`config.mk`:
```
export PLATFORM = sky130hd
export DESIGN_NAME = task_dispatch_sched
export DESIGN_NICKNAME = d
export VERILOG_FILES = /design/src/rtl/ts_pkg.sv /design/src/rtl/ts_status_table.sv /design/src/rtl/ts_age_picker.sv /design/src/rtl/ts_slot_bank.sv /design/src/rtl/task_dispatch_sched.sv
export SDC_FILE = /design/constraint.sdc
export NUM_CORES = 1
export LEC_CHECK = 0
export ABC_CLOCK_PERIOD_IN_PS = 9100
export CORE_AREA = 2 2 196 343
export DETAILED_ROUTE_END_ITERATION = 16
export DIE_AREA = 0 0 198 345
export DONT_BUFFER_PORTS = 1
export PLACE_DENSITY = 0.43
export SYNTH_ARGS = -nofsm -noshare
export SYNTH_HDL_FRONTEND = slang
export SYNTH_SLANG_ARGS = --single-unit
```
`constraint.sdc`:
```
create_clock -name clk -period 9.1 [get_ports clk]
set_input_delay 1.365 -clock clk [delete_from_list [all_inputs] [get_ports clk]]
set_output_delay 1.365 -clock clk [all_outputs]
set_load 0.1 [all_outputs]
```
`src/rtl/ts_pkg.sv`:
```
package ts_pkg;
  localparam int unsigned DEF_SLOTS  = 8;
  localparam int unsigned DEF_PARAMS = 16;
  localparam int unsigned DEF_UNITS  = 4;
endpackage

```
`src/rtl/ts_status_table.sv`:
```
// Parameter ownership table: ready bit plus producing slot tag per parameter.
module ts_status_table #(
  parameter  int unsigned NP = 16,
  parameter  int unsigned NS = 8,
  localparam int unsigned PW = $clog2(NP),
  localparam int unsigned SW = $clog2(NS)
) (
  input  logic          clk,
  input  logic          rst_n,
  input  logic          wr_en,
  input  logic [PW-1:0] wr_idx,
  input  logic [SW-1:0] wr_tag,
  input  logic          cmp_valid,
  input  logic [SW-1:0] cmp_tag,
  input  logic [PW-1:0] ra_idx,
  output logic          ra_rdy,
  output logic [SW-1:0] ra_tag,
  input  logic [PW-1:0] rb_idx,
  output logic          rb_rdy,
  output logic [SW-1:0] rb_tag,
  input  logic [PW-1:0] q_idx,
  output logic          q_rdy,
  output logic [SW-1:0] q_tag
);
  logic [NP-1:0] rdy_q;
  logic [SW-1:0] tag_q [NP];

  always_ff @(posedge clk) begin
    if (!rst_n) begin
      rdy_q <= '1;
      for (int i = 0; i < NP; i++) tag_q[i] <= '0;
    end else begin
      for (int i = 0; i < NP; i++) begin
        if (wr_en && wr_idx == PW'(i)) begin
          rdy_q[i] <= 1'b0;
          tag_q[i] <= wr_tag;
        end else if (cmp_valid && !rdy_q[i] && tag_q[i] == cmp_tag) begin
          rdy_q[i] <= 1'b1;
        end
      end
    end
  end

  // same-cycle completion is forwarded to the issuing task
  assign ra_rdy = rdy_q[ra_idx] || (cmp_valid && tag_q[ra_idx] == cmp_tag);
  assign ra_tag = tag_q[ra_idx];
  assign rb_rdy = rdy_q[rb_idx] || (cmp_valid && tag_q[rb_idx] == cmp_tag);
  assign rb_tag = tag_q[rb_idx];
  assign q_rdy  = rdy_q[q_idx];
  assign q_tag  = tag_q[q_idx];

  // a new writer takes ownership of its output entry
  a_r8_write_owns: assert property (@(posedge clk) disable iff (!rst_n)
    wr_en |=> (!rdy_q[$past(wr_idx)] && tag_q[$past(wr_idx)] == $past(wr_tag)));
endmodule

```
`src/rtl/ts_age_picker.sv`:
```
// Finds the first requesting slot walking forward from the oldest one.
module ts_age_picker #(
  parameter  int unsigned NS = 8,
  localparam int unsigned SW = $clog2(NS)
) (
  input  logic [SW-1:0] head,
  input  logic [NS-1:0] req,
  output logic          found,
  output logic [SW-1:0] pick
);
  logic [SW-1:0] idx;

  always_comb begin
    found = 1'b0;
    pick  = '0;
    idx   = head;
    for (int k = 0; k < NS; k++) begin
      idx = head + SW'(k);
      if (!found && req[idx]) begin
        found = 1'b1;
        pick  = idx;
      end
    end
  end
endmodule

```
`src/rtl/ts_slot_bank.sv`:
```
// Reservation slots allocated and retired as a circular order buffer.
module ts_slot_bank #(
  parameter  int unsigned NS = 8,
  parameter  int unsigned NP = 16,
  parameter  int unsigned NU = 4,
  localparam int unsigned SW = $clog2(NS),
  localparam int unsigned PW = $clog2(NP),
  localparam int unsigned TW = (NU > 1) ? $clog2(NU) : 1
) (
  input  logic           clk,
  input  logic           rst_n,
  input  logic           alloc,
  input  logic [TW-1:0]  a_type,
  input  logic [PW-1:0]  a_dst,
  input  logic           a_rdy0,
  input  logic [SW-1:0]  a_tag0,
  input  logic           a_rdy1,
  input  logic [SW-1:0]  a_tag1,
  input  logic           cmp_valid,
  input  logic [SW-1:0]  cmp_tag,
  input  logic [NS-1:0]  disp_mark,
  output logic           full,
  output logic [SW-1:0]  tail,
  output logic [SW-1:0]  head,
  output logic [NS-1:0]  cand,
  output logic [NS*TW-1:0] type_flat,
  output logic           ret_valid,
  output logic [SW-1:0]  ret_tag,
  output logic [PW-1:0]  ret_dst
);
  logic [NS-1:0] valid_q, done_q, disp_q, rdy0_q, rdy1_q;
  logic [SW-1:0] tag0_q [NS];
  logic [SW-1:0] tag1_q [NS];
  logic [TW-1:0] type_q [NS];
  logic [PW-1:0] dst_q  [NS];
  logic [SW-1:0] head_q, tail_q;
  logic [SW:0]   count_q;

  always_ff @(posedge clk) begin
    if (!rst_n) begin
      valid_q <= '0;
      done_q  <= '0;
      disp_q  <= '0;
      rdy0_q  <= '0;
      rdy1_q  <= '0;
      head_q  <= '0;
      tail_q  <= '0;
      count_q <= '0;
      for (int s = 0; s < NS; s++) begin
        tag0_q[s] <= '0;
        tag1_q[s] <= '0;
        type_q[s] <= '0;
        dst_q[s]  <= '0;
      end
    end else begin
      for (int s = 0; s < NS; s++) begin
        if (cmp_valid && valid_q[s]) begin
          if (!rdy0_q[s] && tag0_q[s] == cmp_tag) rdy0_q[s] <= 1'b1;
          if (!rdy1_q[s] && tag1_q[s] == cmp_tag) rdy1_q[s] <= 1'b1;
          if (SW'(s) == cmp_tag) done_q[s] <= 1'b1;
        end
        if (disp_mark[s]) disp_q[s] <= 1'b1;
      end
      if (ret_valid) begin
        valid_q[head_q] <= 1'b0;
        head_q          <= head_q + SW'(1);
      end
      if (alloc) begin
        valid_q[tail_q] <= 1'b1;
        done_q[tail_q]  <= 1'b0;
        disp_q[tail_q]  <= 1'b0;
        type_q[tail_q]  <= a_type;
        dst_q[tail_q]   <= a_dst;
        rdy0_q[tail_q]  <= a_rdy0;
        tag0_q[tail_q]  <= a_tag0;
        rdy1_q[tail_q]  <= a_rdy1;
        tag1_q[tail_q]  <= a_tag1;
        tail_q          <= tail_q + SW'(1);
      end
      count_q <= count_q + {{SW{1'b0}}, alloc} - {{SW{1'b0}}, ret_valid};
    end
  end

  assign full      = (count_q == (SW+1)'(NS));
  assign tail      = tail_q;
  assign head      = head_q;
  assign cand      = valid_q & ~disp_q & rdy0_q & rdy1_q;
  assign ret_valid = valid_q[head_q] && done_q[head_q];
  assign ret_tag   = head_q;
  assign ret_dst   = dst_q[head_q];

  for (genvar s = 0; s < NS; s++) begin : g_type
    assign type_flat[s*TW +: TW] = type_q[s];
    // only a slot with both inputs available is ever dispatched
    a_r2_mark_ready: assert property (@(posedge clk) disable iff (!rst_n)
      disp_mark[s] |-> cand[s]);
  end

  // allocation never overwrites an occupied slot
  a_r1_alloc_free: assert property (@(posedge clk) disable iff (!rst_n)
    alloc |-> !valid_q[tail_q]);
  // a completion names a live, dispatched, not yet completed slot
  a_r7_cmp_legal: assert property (@(posedge clk) disable iff (!rst_n)
    cmp_valid |-> (valid_q[cmp_tag] && disp_q[cmp_tag] && !done_q[cmp_tag]));
  // each retirement advances the reorder pointer by one
  a_r9_head_step: assert property (@(posedge clk) disable iff (!rst_n)
    ret_valid |=> (head_q == $past(head_q) + SW'(1)));
endmodule

```
`src/rtl/task_dispatch_sched.sv`:
```
module task_dispatch_sched
  import ts_pkg::*;
#(
  parameter  int unsigned NUM_SLOTS  = DEF_SLOTS,
  parameter  int unsigned NUM_PARAMS = DEF_PARAMS,
  parameter  int unsigned NUM_UNITS  = DEF_UNITS,
  localparam int unsigned SW = $clog2(NUM_SLOTS),
  localparam int unsigned PW = $clog2(NUM_PARAMS),
  localparam int unsigned TW = (NUM_UNITS > 1) ? $clog2(NUM_UNITS) : 1
) (
  input  logic                   clk,
  input  logic                   rst_n,
  input  logic                   issue_valid,
  output logic                   issue_ready,
  input  logic [TW-1:0]          issue_type,
  input  logic [PW-1:0]          issue_dst,
  input  logic                   issue_src0_en,
  input  logic [PW-1:0]          issue_src0,
  input  logic                   issue_src1_en,
  input  logic [PW-1:0]          issue_src1,
  output logic [NUM_UNITS-1:0]   disp_valid,
  output logic [NUM_UNITS*SW-1:0] disp_tag,
  input  logic                   cmp_valid,
  input  logic [SW-1:0]          cmp_tag,
  output logic                   ret_valid,
  output logic [SW-1:0]          ret_tag,
  output logic [PW-1:0]          ret_dst,
  input  logic [PW-1:0]          own_idx,
  output logic                   own_ready,
  output logic [SW-1:0]          own_tag
);
  logic                      alloc, full;
  logic [SW-1:0]             head, tail;
  logic [NUM_SLOTS-1:0]      cand, disp_mark;
  logic [NUM_SLOTS*TW-1:0]   type_flat;
  logic                      ra_rdy, rb_rdy;
  logic [SW-1:0]             ra_tag, rb_tag;
  logic [SW-1:0]             pick_w [NUM_UNITS];

  assign issue_ready = !full;
  assign alloc       = issue_valid && !full;

  ts_status_table #(.NP(NUM_PARAMS), .NS(NUM_SLOTS)) u_tab (
    .clk(clk), .rst_n(rst_n),
    .wr_en(alloc), .wr_idx(issue_dst), .wr_tag(tail),
    .cmp_valid(cmp_valid), .cmp_tag(cmp_tag),
    .ra_idx(issue_src0), .ra_rdy(ra_rdy), .ra_tag(ra_tag),
    .rb_idx(issue_src1), .rb_rdy(rb_rdy), .rb_tag(rb_tag),
    .q_idx(own_idx), .q_rdy(own_ready), .q_tag(own_tag)
  );

  ts_slot_bank #(.NS(NUM_SLOTS), .NP(NUM_PARAMS), .NU(NUM_UNITS)) u_bank (
    .clk(clk), .rst_n(rst_n),
    .alloc(alloc), .a_type(issue_type), .a_dst(issue_dst),
    .a_rdy0(!issue_src0_en || ra_rdy), .a_tag0(ra_tag),
    .a_rdy1(!issue_src1_en || rb_rdy), .a_tag1(rb_tag),
    .cmp_valid(cmp_valid), .cmp_tag(cmp_tag),
    .disp_mark(disp_mark),
    .full(full), .tail(tail), .head(head),
    .cand(cand), .type_flat(type_flat),
    .ret_valid(ret_valid), .ret_tag(ret_tag), .ret_dst(ret_dst)
  );

  for (genvar u = 0; u < NUM_UNITS; u++) begin : g_unit
    logic [NUM_SLOTS-1:0] req;
    logic                 found;
    logic [SW-1:0]        pick;
    logic                 busy_q;
    logic [SW-1:0]        btag_q;

    for (genvar s = 0; s < NUM_SLOTS; s++) begin : g_req
      assign req[s] = cand[s] && (type_flat[s*TW +: TW] == TW'(u));
    end

    ts_age_picker #(.NS(NUM_SLOTS)) u_pick (
      .head(head), .req(req), .found(found), .pick(pick)
    );

    assign disp_valid[u]         = found && !busy_q;
    assign disp_tag[u*SW +: SW]  = pick;
    assign pick_w[u]             = pick;

    always_ff @(posedge clk) begin
      if (!rst_n) begin
        busy_q <= 1'b0;
        btag_q <= '0;
      end else if (disp_valid[u]) begin
        busy_q <= 1'b1;
        btag_q <= pick;
      end else if (cmp_valid && busy_q && btag_q == cmp_tag) begin
        busy_q <= 1'b0;
      end
    end

    // a unit that just took a task is held busy on the next cycle
    a_r5_unit_hold: assert property (@(posedge clk) disable iff (!rst_n)
      disp_valid[u] |=> !disp_valid[u]);
  end

  always_comb begin
    disp_mark = '0;
    for (int u = 0; u < NUM_UNITS; u++)
      if (disp_valid[u]) disp_mark[pick_w[u]] = 1'b1;
  end
endmodule

```
* Word level (Yosys, flattened, before mapping)
Memory sizes are Yosys's and may differ from the RTL's. A register that Yosys moved wholly into a read port is not among the register bits.
Index checks and enable logic that the tools add are counted.
** Word-level totals
- Register bits after elaboration :: 82
- RAM bits :: 144
- Output and inout port bits :: 29
- Memories :: 5
** Cells by class
- Add/sub/neg operators :: 10
- Magnitude comparators :: 22
- Equality and inequality tests :: 85
- Mux-type cells :: 373
- Bitwise gates (word level) :: 29
- Reductions and logical operators :: 259
** Memories
- u_tab.tag_q :: words 16, width 3, rd ports 19, clocked after Yosys merged registers in 0, wr ports 16, line ts_status_table.sv:26 : logic [SW-1:0] tag_q [NP];
- u_bank.dst_q :: words 8, width 4, rd ports 1, clocked after Yosys merged registers in 1, wr ports 8, line ts_slot_bank.sv:35 : logic [PW-1:0] dst_q [NS];
- u_bank.tag0_q :: words 8, width 3, rd ports 8, clocked after Yosys merged registers in 0, wr ports 8, line ts_slot_bank.sv:32 : logic [SW-1:0] tag0_q [NS];
- u_bank.tag1_q :: words 8, width 3, rd ports 8, clocked after Yosys merged registers in 0, wr ports 8, line ts_slot_bank.sv:33 : logic [SW-1:0] tag1_q [NS];
- u_bank.type_q :: words 8, width 2, rd ports 8, clocked after Yosys merged registers in 0, wr ports 8, line ts_slot_bank.sv:34 : logic [TW-1:0] type_q [NS];
** Operators with widths (count)
- 2-to-1 mux 1 bit :: 259
- 2-to-1 mux 3 bit :: 56
- logical AND 1 bit :: 154
- == test 3 bit :: 38
- binary-select mux 1 bit (select 3 bit) :: 34
- 2-to-1 mux 8 bit :: 11
- zero test 1 bit :: 67
- < comparator 3 x 4 -> 1 bit (second input constant) :: 13
- bitwise AND 8 bit :: 6
- nonzero test 2 bit :: 20
- == test 4 bit (second input constant) :: 9
- == test 2 bit (second input constant) :: 16
- OR 8 bit :: 4
- inverter 8 bit :: 3
- demux 1 bit (select 3 bit) :: 6
- >= comparator 3 x 1 -> 1 bit (second input constant) :: 6
- bitwise mux 8 bit :: 2
- == test 2 x 1 -> 1 bit (second input constant) :: 8
- == test 4 x 3 -> 1 bit (second input constant) :: 4
- zero test 2 bit :: 8
- OR 1 bit :: 16
- < comparator 4 x 5 -> 1 bit (second input constant) :: 3
- adder 3 bit (second input constant) :: 4
- binary-select mux 1 bit (select 4 bit) :: 3
- 17 further kinds :: 28

* Depth between registers and ports, before layout
- Depth after elaboration :: 44
- Mapped depth :: 21
- Mapped depth without buffers :: 14

* By module
Synthesis repeated with hierarchy kept, for this count alone.
** Second synthesis, totals
- Cells, all modules :: 1546
- Area total of the unflattened synthesis :: 16701.0 sq um
** By module, submodules not included
- ts_slot_bank :: times used 1, cells each 545, area each 6633.9 sq um, sequential area each 3943.8 sq um
- ts_status_table :: times used 1, cells each 355, area each 4443.0 sq um, sequential area each 1761.7 sq um
- ts_age_picker :: times used 4, cells each 121, area each 1081.0 sq um, sequential area each 0.0 sq um
- task_dispatch_sched :: times used 1, cells each 162, area each 1300.0 sq um, sequential area each 320.3 sq um

* Worst setup path after synthesis
Ideal clock, no wire load.
- Path kind :: register to output
- From :: register u_bank.head_q[0], in the netlist u_bank.head[0]
- To :: output disp_tag[9]
- Arrival time :: 5407 ps
- Data required time :: 7735 ps
- Slack :: 2328 ps
- Stages on the path, launching flop included :: 16
- Path through :: dfxtp_1 > buf_2 > inv_2 > buf_4 > clkbuf_1 > buf_1 > ha_1 > buf_2 > inv_2 > clkbuf_1 > buf_2 > a21oi_1 > a211oi_2 > a21boi_1 > o31a_1 > a221oi_2
** On the way
- Elaborated cells between the ends (all ways) :: 52
- Those cells by class :: 7 x add/sub; 31 x mux; 14 x reduce/logical
** RTL lines
- from (decl) :: line ts_slot_bank.sv:36 : logic [SW-1:0] head_q, tail_q;
- from (signal assigned) :: line ts_slot_bank.sv:66 : head_q <= head_q + SW'(1);
- adder 3 bit (*)
- net g_unit[0].u_pick.idx[0] :: line ts_age_picker.sv:11 : logic [SW-1:0] idx;
- binary-select mux 1 bit (select 3 bit) :: line ts_age_picker.sv:19 : if (!found && req[idx]) begin
- 2-to-1 mux 1 bit (implied by the code) :: line ts_age_picker.sv:19
- logical AND 1 bit :: line ts_age_picker.sv:19
- 2-to-1 mux 3 bit (*) :: line ts_age_picker.sv:19
- to (decl) :: line task_dispatch_sched.sv:22 : output logic [NUM_UNITS*SW-1:0] disp_tag,
The timed path passes the listed nets; every way through them passes the cells marked *. The select of a mux whose other input is x is not followed.

* Worst setup path in the final report
- From :: register u_bank.head_q[0], in the netlist u_bank.head[0]
- To :: output disp_tag[6]
** On the way
- Word-level cells in the longest chain between the ends :: 24
- Elaborated cells between the ends (all ways) :: 52
- Those cells by class :: 7 x add/sub; 31 x mux; 14 x reduce/logical
** Ends and longest elaborated chain (line)
- branches (longest 23 deep; another with adder 3 x 1 -> 3 bit)
- 2-to-1 mux 3 bit (*) :: ts_age_picker.sv:19
Every way passes the cells marked *. The select of a mux whose other input is x is not followed.

==> flow_metrics.env <==
export IMPL_dieArea_sq_mm=0.0683
export IMPL_drv_cap=0
export IMPL_hold_viol_final=0
export IMPL_antenna_found_initial=3
export IMPL_finalCritPeriodShare_pct=78.9
export IMPL_first_pass_iters=6
export IMPL_cts_setup_buffers=0
export IMPL_p_leak_uw=0.00580
export IMPL_slew_headroom_pct=12.1
export IMPL_period_minus_slack_ns=7.18
export IMPL_required_ns=7.74
export IMPL_hold_buffers=0
export IMPL_cts_resized=0
export IMPL_grt_util_all_layers_pct=20.2
export IMPL_final_fill_count=6908
export IMPL_outcome="complete, no violations"
export IMPL_die_w_um=198
export IMPL_gpl_final_weighted_congestion=0.981
export IMPL_grt_start_max_net_pins=69
export IMPL_tns_ns=0
export IMPL_drt_total_wl_mm=69.6
export IMPL_boundaryPins=56
export IMPL_nets=1646
export IMPL_antenna_left=0
export IMPL_cts_sinks=229
export IMPL_cts_htree_levels=1
export IMPL_cp_arrival_ns=5.82
export IMPL_ys_seq_area_share_pct=37.1
export IMPL_initial_core_util_pct=24.6
export IMPL_die_h_um=345
export IMPL_finalSetupViolations=0
export IMPL_cts_buffer_depth=3
export IMPL_synth_area_leaders="edfxtp_1 (27%), mux4_2 (11%), dfxtp_1 (10%)"
export IMPL_synthDistinctLibCells=97
export IMPL_placementRows=125
export IMPL_tightest_slew_ns=1.32
export IMPL_core_area_sq_mm=0.0658
export IMPL_synth_edf_count=144
export IMPL_synth_top_area_cell="edfxtp_1"
export IMPL_drt_wirelength_per_cell_um=27.7
export IMPL_rsz0062_at_grt="no"
export IMPL_drt_iter0_drc=1132
export IMPL_worstSetupPathType="flop to output pin"
export IMPL_peakVddDrop_mv=0.124
export IMPL_drive_above_1_share_pct=14.1
export IMPL_via_per_inst=5.61
export IMPL_hp_class="flop to flop"
export IMPL_cp_max_fo=27
export IMPL_grt_pass1_vias=14400
export IMPL_fin_skew_ns=0.0176
export IMPL_grt_ovfl_total=0
export IMPL_netlist_top_cells_count="nor2_1 (180), nand2_1 (165), edfxtp_1 (144)"
export IMPL_powerDensity_mw_per_mm2=145
export IMPL_clkTransAtPathRegs_ns=0.07
export IMPL_drc=0
export IMPL_drv_slew=0
export IMPL_root_buffer="clkbuf_16"
export IMPL_num_vias=14100
export IMPL_io_buffers=0
export IMPL_synth_nets=1715
export IMPL_synth_most_common_cell="nor2_1"
export IMPL_insertion_delay_ns=0.53
export IMPL_crit_path_end_kind="output pin"
export IMPL_fmaxAchievable_ghz=0.139
export IMPL_areaGrowthSynthToFinish_pct=10.5
export IMPL_cts_tree="yes"
export IMPL_cp_start_kind="flop"
export IMPL_grt_pass1_wl_mm=100
export IMPL_syn_area_sq_mm=0.0162
export IMPL_avgSynthCellArea_sq_um=9.69
export IMPL_synth_top_flop_cell="edfxtp_1"
export IMPL_netlist_instances=1675
export IMPL_post_dp_hpwl_mm=51.1
export IMPL_synth_top_area_share_pct=26.6
export IMPL_cts_buffers=23
export IMPL_whs_ns=0.476
export IMPL_yosys_warnings=0
export IMPL_async_reset_ff_share_pct=0
export IMPL_ys_seq_elements=229
[path summary, 6_finish.rpt]
path	start	endpoint	slack, ns	cells after the start
min	u_bank.done_q[3]	u_bank.done_q[3]	0.48	2
max	u_bank.head[0]	disp_tag[6]	1.92	9
min reg2reg	u_bank.done_q[3]	u_bank.done_q[3]	0.48	2
max reg2reg	u_bank.head[1]	u_bank.disp_q[1]	3.09	14
[power by group]
part / leakage, uW / switching, uW / total [uW] / internal [uW]
sequential: 0.00219 / 68.1 / 1240 / 1170
clock: 0.000363 / 432 / 955 / 522
combinational: 0.00325 / 267 / 416 / 149
[placed cells by master (no fill, tap or decap), types with 12 or more instances in the layout]
master / n
nor2_1: 180
nand2_1: 165
edfxtp_1: 144
xnor2_1: 96
dfxtp_1: 82
mux4_2: 77
and2_1: 67
nor3_1: 58
nand3_1: 52
o21ai_0: 50
a21oi_1: 47
o22ai_1: 38
buf_4: 32
mux2i_1: 31
a41oi_1: 28
inv_1: 25
xor2_1: 25
clkbuf_16: 24
nand2b_1: 21
nand3b_1: 20
and3_1: 16
a211oi_1: 14
mux2_2: 14
or3_1: 13
nor2b_1: 13
o32ai_1: 12
[critical path, cell delays in order, from the launching register on]
cell and delay [ns]:
dfxtp_4 0.75, ha_1 1.14, xnor2_1 0.64, nor3_1 0.33, a2111oi_0 0.13, a211oi_1 0.85
nand2_1 0.12, a211o_1 0.32, o211a_1 0.26, inv_1 0.69
[per-stage QoR]
stage               instance area, sq um  total power, uW  utilization [%]  worst slack [ns]  std cells
floorplan                          16200             1570                -              2.33       1675
global placement                   17200             1670             26.1              2.57       2470
detailed placement                 17200             1680             26.1              2.59       2470
finish                             17900             2610             27.2              1.92       2512
CTS                                17900             2640             27.2              2.01       2511
global route                       17900             2700             27.2              1.68       2511
[final cells by class]
type	count	area [sq um]	area share, %
antenna	1	2.50	0.0140
clock buffer	26	618	3.45
clock inverter	15	118	0.656
inverter	34	128	0.712
multi-input combinational	1285	9650	53.8
sequential	229	6030	33.7
tap	889	1110	6.20
timing repair buffer	33	268	1.49
[sequential cells by signal, summed over array words and instances (netlist names), named ones only]
| signal | cells |
|---|---|
| u_tab.tag_q | 48 |
| u_bank.dst_q | 32 |
| u_bank.tag0_q | 24 |
| u_bank.tag1_q | 24 |
| u_bank.type_q | 16 |
| u_tab.rdy_q | 16 |
| g_unit.btag_q | 12 |
| u_bank.disp_q | 8 |
| u_bank.done_q | 8 |
| u_bank.rdy0_q | 8 |
| u_bank.rdy1_q | 8 |
| u_bank.valid_q | 8 |
| g_unit.busy_q | 4 |
| u_bank.count_q | 4 |
| u_bank.head | 3 |
| u_bank.tail | 3 |
[per-layer routing]
| metal | wire [um] | vias up | global-route usage, % |
|---|---|---|---|
| met5 | 0 | - | 0 |
| met4 | 6330 | 0 | 15.9 |
| met3 | 4020 | 244 | 3.82 |
| met2 | 36800 | 664 | 37.6 |
| met1 | 22500 | 6997 | 19.0 |
| li1 | - | 6181 | - |
[logic make-up (layout without fill, tap and decap cells)]
family / count (synthesis) / after routing / share of synthesized area, %
other: 0 / 1 / 0
flip-flops: 229 / 229 / 37.1
AND/OR/NAND/NOR: 663 / 663 / 20.4
AO/OA/AOI/OAI: 363 / 363 / 16.8
XOR/XNOR: 121 / 121 / 6.53
adder cells (fa/ha/maj): 13 / 13 / 1.05
buffers and inverters: 161 / 108 / 4.24
multiplexers: 125 / 125 / 13.8
(Power assumes the default switching activity.)
